<file path="config.mk">
export PLATFORM = sky130hd
export DESIGN_NAME = mbus_slave
export DESIGN_NICKNAME = d
export VERILOG_FILES = /design/src/rtl/mbus_slave.sv
export SDC_FILE = /design/constraint.sdc
export NUM_CORES = 1
export LEC_CHECK = 0
export BUFFER_PORTS_ARGS = -buffer_cell sky130_fd_sc_hd__buf_2
export CAP_MARGIN = 0
export CORE_UTILIZATION = 35
export DETAILED_ROUTE_END_ITERATION = 7
export GPL_ROUTABILITY_DRIVEN = 0
export PLACE_DENSITY = 0.56
export RECOVER_POWER = 25
export REMOVE_ABC_BUFFERS = 1
export SETUP_SLACK_MARGIN = 0.3
export SLEW_MARGIN = 0
export SYNTH_ARGS = -nofsm -noshare
export SYNTH_HDL_FRONTEND = slang
export SYNTH_SLANG_ARGS = --single-unit
</file>
<file path="constraint.sdc">
create_clock -name clk -period 5.9 [get_ports clk]
set_input_delay 0.59 -clock clk [delete_from_list [all_inputs] [get_ports clk]]
set_output_delay 0.59 -clock clk [all_outputs]
set_load 0.02 [all_outputs]
</file>
<file path="src/rtl/mbus_slave.sv">
module mbus_slave #(
  parameter int WIN_AW = 13,
  parameter int REG_AW = 4,
  parameter logic [15:0] CFG_ADDR = 16'hFF00
) (
  input  logic              clk,
  input  logic              rst,
  input  logic [7:0]        addr_hi,
  input  logic [7:0]        ad_in,
  input  logic              ale,
  input  logic              ce_n,
  input  logic              psen_n,
  input  logic              rd_n,
  input  logic              wr_n,
  output logic [7:0]        ad_out,
  output logic              ad_oe,
  output logic [WIN_AW-1:0] mem_raddr,
  output logic              mem_re,
  input  logic [7:0]        mem_rdata,
  output logic              mem_we,
  output logic [WIN_AW-1:0] mem_waddr,
  output logic [7:0]        mem_wdata
);
  localparam int BASE_W = 16 - WIN_AW;
  localparam int NREG   = 1 << REG_AW;

  typedef enum logic [1:0] {T_NONE, T_MEM, T_REG, T_CFG} tgt_t;

  logic [15:0]       lat_q, addr;
  logic [BASE_W-1:0] base_q;
  logic              cfg_ok_q;
  logic [7:0]        regs [NREG];
  logic              cfg_hit, win_hit, reg_hit, mem_hit, clash, rd_act;
  logic              wr_q, bad_q, launch;
  logic [7:0]        wd_q;
  logic [WIN_AW-1:0] wa_q;
  tgt_t              tgt_q;

  always_ff @(posedge clk)
    if (rst)      lat_q <= '0;
    else if (ale) lat_q <= {addr_hi, ad_in};

  assign addr    = ale ? {addr_hi, ad_in} : lat_q;
  assign cfg_hit = (addr == CFG_ADDR);
  assign win_hit = !cfg_hit && (addr[15:WIN_AW] == base_q);
  assign reg_hit = win_hit && (&addr[WIN_AW-1:REG_AW]);
  assign mem_hit = win_hit && !reg_hit;
  assign clash   = !psen_n && !rd_n && !wr_n;
  assign rd_act  = !ce_n && (!psen_n || !rd_n) && !clash;

  assign ad_oe     = rd_act && (cfg_hit || win_hit);
  assign mem_re    = rd_act && mem_hit;
  assign mem_raddr = addr[WIN_AW-1:0];
  assign ad_out    = !ad_oe  ? 8'h00 :
                     cfg_hit ? 8'(base_q) :
                     reg_hit ? regs[addr[REG_AW-1:0]] : mem_rdata;

  always_ff @(posedge clk)
    if (rst) begin
      wr_q  <= 1'b1;
      bad_q <= 1'b0;
      tgt_q <= T_NONE;
      wd_q  <= '0;
      wa_q  <= '0;
    end else begin
      wr_q <= wr_n;
      if (!wr_n) begin
        wd_q  <= ad_in;
        wa_q  <= addr[WIN_AW-1:0];
        bad_q <= bad_q | clash;
        tgt_q <= ce_n    ? T_NONE :
                 cfg_hit ? T_CFG  :
                 reg_hit ? T_REG  :
                 mem_hit ? T_MEM  : T_NONE;
      end else begin
        bad_q <= 1'b0;
      end
    end

  assign launch = wr_n && !wr_q && !bad_q;

  always_ff @(posedge clk)
    if (rst) begin
      base_q    <= '0;
      cfg_ok_q  <= 1'b0;
      mem_we    <= 1'b0;
      mem_waddr <= '0;
      mem_wdata <= '0;
      for (int i = 0; i < NREG; i++) regs[i] <= '0;
    end else begin
      mem_we <= launch && cfg_ok_q && (tgt_q == T_MEM);
      if (launch) begin
        mem_waddr <= wa_q;
        mem_wdata <= wd_q;
        if (tgt_q == T_CFG) begin
          base_q   <= wd_q[BASE_W-1:0];
          cfg_ok_q <= 1'b1;
        end
        if (tgt_q == T_REG && cfg_ok_q) regs[wa_q[REG_AW-1:0]] <= wd_q;
      end
    end

  assert_oe_strobe_R2: assert property (@(posedge clk) disable iff (rst)
    ad_oe |-> (!ce_n && (!psen_n || !rd_n)));

  assert_base_hold_R5: assert property (@(posedge clk) disable iff (rst)
    (!wr_n && !rst) |=> $stable(base_q));

  assert_locked_R7: assert property (@(posedge clk) disable iff (rst)
    mem_we |-> $past(cfg_ok_q));

  assert_we_after_rise_R8: assert property (@(posedge clk) disable iff (rst)
    mem_we |-> ($past(wr_n) && !$past(wr_n, 2)));

  assert_we_pulse_R8: assert property (@(posedge clk) disable iff (rst)
    mem_we |=> !mem_we);

  assert_clash_quiet_R10: assert property (@(posedge clk) disable iff (rst)
    (!psen_n && !rd_n && !wr_n) |-> !ad_oe);
endmodule

</file>
After elaboration in Yosys (flattened, before gate mapping)
Memory sizes are Yosys's and may differ from the RTL's.
Index checks and enable logic that the tools add are counted.
{ "classes": {"reduce_logical": 29, "n_bitwise": 1, "mux": 17, "n_eq_ne": 5} }
{ "op_table": {"columns": ["operator", "n"], "rows": [
  ["8-bit 2-to-1 mux", 4],
  ["16-bit == test (second input constant)", 1],
  ["16-bit 2-to-1 mux", 1],
  ["1-bit logical AND", 14],
  ["1-bit logical NOT", 9],
  ["9-bit AND reduction", 1],
  ["1-bit 2-to-1 mux", 8],
  ["8-bit OR reduction", 1],
  ["2-bit 2-to-1 mux", 3],
  ["2-bit == test (second input constant)", 2],
  ["4-bit 2-to-1 mux", 1],
  ["3-bit == test", 1],
  ["2-bit by 1-bit == test with 1-bit output (second input constant)", 1],
  ["1-bit logical OR", 2],
  ["2-bit AND reduction", 1],
  ["2-bit OR reduction", 1],
  ["1-bit bitwise OR", 1]
]} }
{ "totals": {"register_bits": 67, "memories": 1, "ramBits": 128, "out_inout_bits": 45, "wordCells": 64, "inputBits": 31} }
{ "mem_list": {"columns": ["memory", "words", "word_bits", "rd", "rd_clocked_by_memory_dff", "write_ports", "line", "source"], "rows": [
  ["regs", 16, 8, 1, 0, 16, "32", "logic [7:0] regs [NREG];"]
]} }

Logic depth before layout (Yosys ltp)
{ "depth": {"ltp_word": 11, "mapped_depth": 10, "ltp_nobuf": 7} }

Worst setup path before layout
OpenSTA, ideal clock, no wires.
{ "synth_path": {"path_kind": "input -> output", "from": "input port ale", "to": "output port ad_out[0]", "cell_stages": 9, "path_buffers": 2, "arrival_ps": 2728, "slack_ps": 2582, "required_ps": 5310, "cell_sequence": "buf_6 buf_2 mux2i_1 inv_1 a211oi_1 o2111ai_1 a21boi_0 o21ai_0 a21oi_1"} }
{ "synth_between": {"elab_cells_between_ends": 13, "classes_between": "2 x eq/ne; 4 x mux; 6 x reduce/logical; 1 x memory"} }
{ "synth_lines": {"columns": ["item", "line", "source"], "rows": [
  ["start: declaration", "10", "input logic ale,"],
  ["16-bit 2-to-1 mux *", null, null],
  ["via addr[4]", "29", "logic [15:0] lat_q, addr;"],
  ["16-bit == test *", "44", "assign cfg_hit = (addr == CFG_ADDR);"],
  ["1-bit logical NOT", "45", "assign win_hit = !cfg_hit && (addr[15:WIN_AW] == base_q);"],
  ["1-bit logical AND", "45", null],
  ["1-bit logical OR *", "51", "assign ad_oe = rd_act && (cfg_hit || win_hit);"],
  ["1-bit logical AND *", "51", null],
  ["via ad_oe", "16", "output logic ad_oe,"],
  ["8-bit 2-to-1 mux *", "54", "assign ad_out = !ad_oe ? 8'h00 :"],
  ["end: declaration", "15", "output logic [7:0] ad_out,"]
]} }
The timed path passes the listed nets; every way through them passes the cells marked *.

Worst setup path after layout
{ "layout_path": {"from": "input port ale", "to": "output port ad_out[6]"} }
{ "layout_between": {"elab_chain_len": 8, "elab_cells_between_ends": 13, "classes_between": "2 x eq/ne; 4 x mux; 6 x reduce/logical; 1 x memory"} }
{ "layout_rtl": {"columns": ["item", "line", "source"], "rows": [
  ["16-bit 2-to-1 mux *", null, null],
  ["16-bit == test", "44", null],
  ["1-bit logical NOT", "45", null],
  ["1-bit logical AND", "45", null],
  ["1-bit logical AND", "46", "assign reg_hit = win_hit && (&addr[WIN_AW-1:REG_AW]);"],
  ["8-bit 2-to-1 mux", "56", "reg_hit ? regs[addr[REG_AW-1:0]] : mem_rdata;"],
  ["8-bit 2-to-1 mux", "55", "cfg_hit ? 8'(base_q) :"],
  ["8-bit 2-to-1 mux *", "54", null]
]} }
Every way passes the cells marked *; elsewhere a longest branch is shown, timed or not.

==> out/results.ini <==
[status]
status=complete, but fails checks
violations=max-capacitance violations, max-slew violations

[pwr]
seq_power_share_pct=52.8
peakVddDrop_mv=0.192
p_clk_share_pct=38.5
intPower_w=0.00215
combPwrFrac_pct=8.7
power_switching_w=0.000780
leakage_nw=3.81
p_total_w=0.00293
power_density_mw_per_mm2=286
switching_share_pct=26.7

[timing]
setup_ws_ps=1700
slew_headroom_pct=-96.5
finalCritPeriodShare_pct=71.2
tightestPinTransition_ps=2950
setup_viol=0
maxSlewViolCount=67
finClkSkew_ps=11.2
rsz0062_at_grt=no
min_period_ps=4200
hold_viol_final=0
setup_tns_ps=0
fmax_mhz=238

[clock_network]
cts_made_buffers=17
clk_pin_slew_ps=70
cts_tree=done
hold_buffers=0
h-tree-depth=4
root_buffer=clkbuf_16
postCtsSetupBuffers=0
clk_latency_ps=430
cts_buffer_depth=2
cts_resized=0
clock_sinks=195

[floorplan]
initial_core_util_pct=35.6
die_area_sq_mm=0.0270
dieWidth_um=164
die_y_um=164
core_region_area_sq_mm=0.0259
rows=59
io_pins=76

[synth]
synth_top_area_cell=edfxtp_1
syn_inst=852
synth-seq-area-share_pct=56.2
synthTopCellsByArea=edfxtp_1, dfxtp_1, and2_1
synth_async_sr_flop_share_pct=0
yosysWarnings=0
synth_enable_flop_cells=128
synth_flop_cell=edfxtp_1
synth.most_common_cell=and2_1
ys_top_cells_by_count=and2_1, edfxtp_1, a21oi_1
yosysUniqueCellTypes=66
ys_ff_latch=195
synth_area_sq_mm=0.00922
synth_top_area_share_pct=41.7
avgSynthCellArea_sq_um=10.8

[grt]
antenna_found_initial=0
grt_first_pass_wirelength_um=36400
grt_pass1_vias=5946
globalRouteOverflowTotal=0
grtUsageTotal_pct=18.5
grt_max_degree=67

[critical_path]
reg2reg_to=regs[5][1]$_SDFFCE_PN0P_
arrival_ps=3610
reg2regPathDepth=5
startpoint_type=primary input
path_max_fanout=41
reg2reg_slack_ps=2820
crit_start=ale
cp-endpoint=ad_out[6]
cp_data_required_time_ps=5310
critPathKind=primary input to primary output
r2r_start=wr_q$_SDFF_PP1_
cp-end-kind=primary output

[cells_and_area]
finalInstanceArea_sq_mm=0.0102
fin_nets=912
diodes=0
area_growth_pct=11.1
fin_cells=1229
drive_gt1_share_pct=14.8

[route]
first_pass_iters=5
via_per_inst=5.15
drtAntennaViolNets=0
drt_iter0_markers=622
drt_wl_total_um=24500
drc=0
avgRoutedWirePerCell_um=19.9
routed-via-count=6333

[place]
place_ws_ps=1740
placed_area_sq_mm=0.00971
dp_hpwl_um=17400
placed_cells=1197
port-buffer-count=75

[hold_path]
worstHoldPathType=primary input to flip-flop

[run]
maxCapViolCount=1

placed cells by master, fill, tap and decap left out, types with 4 or more instances in the layout:
| cell type | synthesis | layout |
|---|---|---|
| and2_1 | 130 | 130 |
| edfxtp_1 | 128 | 128 |
| a21oi_1 | 80 | 80 |
| nand2_1 | 78 | 78 |
| nor2_1 | 68 | 68 |
| dfxtp_1 | 67 | 67 |
| buf_2 | 7 | 48 |
| mux2i_1 | 43 | 42 |
| clkbuf_1 | 43 | 29 |
| or2_2 | 18 | 18 |
| clkbuf_16 | 0 | 17 |
| inv_1 | 12 | 12 |
| o21ai_0 | 12 | 12 |
| nor2b_1 | 10 | 10 |
| mux4_2 | 10 | 10 |
| o221ai_1 | 8 | 8 |
| nand2b_1 | 7 | 7 |
| a22oi_1 | 7 | 7 |
| nand4_1 | 6 | 6 |
| o22ai_1 | 6 | 6 |
| nor2_2 | 6 | 6 |
| and3_1 | 5 | 5 |
| o31ai_1 | 5 | 5 |
| nand3_1 | 4 | 4 |
| o2111ai_1 | 4 | 4 |
| inv_6 | 0 | 4 |
| buf_4 | 16 | 4 |
per-stage QoR:
stage	util (%)	hold slack, ps
CTS	39.7	445
detailed placement	37.5	444
global placement	37.5	442
floorplan	-	426
global route	39.5	466
finish	39.5	452
final cells by class:
type                    instances  area (sq um)
clock buffers                  18           429
clock inverters                14           139
fillers                      2520         15700
inverters                      15          58.8
multi-input cells             572          3640
flip-flops and latches        195          5180
well taps                     335           419
repair buffers                 80           375
worst min-delay path by stage:
stage | start | end | slack, ps | cells past startpoint
after global placement | wa_q[5]$_SDFFE_PP0N_ | mem_waddr[5]$_SDFFE_PP0N_ | 440 | 2
final | ad_in[4] | wd_q[4]$_SDFFE_PP0N_ | 450 | 3
after floorplan | wa_q[10]$_SDFFE_PP0N_ | mem_waddr[10]$_SDFFE_PP0N_ | 430 | 2
after CTS | ad_in[4] | wd_q[4]$_SDFFE_PP0N_ | 450 | 3
after global routing | ad_in[5] | wd_q[5]$_SDFFE_PP0N_ | 470 | 3
after detailed placement | mem_waddr[5]$_SDFFE_PP0N_ | mem_waddr[5]$_SDFFE_PP0N_ | 440 | 2
sequential cells by signal, indices dropped and copies added (netlist names), 2 cells and up:
signal / count
mem_wdata: 8
mem_waddr: 13
regs: 128
wa_q: 13
wd_q: 8
base_q: 3
tgt_q: 2
lat_q: 16
cell families after synthesis:
logic type	Yosys count	synth area share [%]
mux	56	7.60
xor+xnor	3	0.285
simple gates	359	21.0
buf+inv	85	4.40
flops	195	56.2
compound gates	154	10.5
metal layers:
metal  track usage, %  wire, um  share of wire, %  vias up
met5                0         0                 0        -
met2             30.0     11900                49      161
li1                 -         -                 -     3065
met4             5.30       432               1.8        0
met1             25.6     11000                45     3082
met3             2.55      1180               4.8       25
power by group through the flow:
stage / Sequential (W) / Clock, W / Combinational [W]
3_3_place_gp: 0.00158 / 0 / 0.000255
3_5_place_dp: 0.00157 / 0 / 0.000257
4_1_cts: 0.00154 / 0.00114 / 0.000257
6_report: 0.00154 / 0.00113 / 0.000256
2_1_floorplan: 0.00155 / 0 / 0.000154
5_1_grt: 0.00155 / 0.00119 / 0.000278
worst max-delay path, stage by stage:
cell	delay, ps
buf_2	610
mux2i_4	660
inv_4	390
mux4_2	530
a22oi_1	190
nand4_1	150
o211a_1	250
buf_2	170
Note: power is estimated with default switching activity, not from simulation.
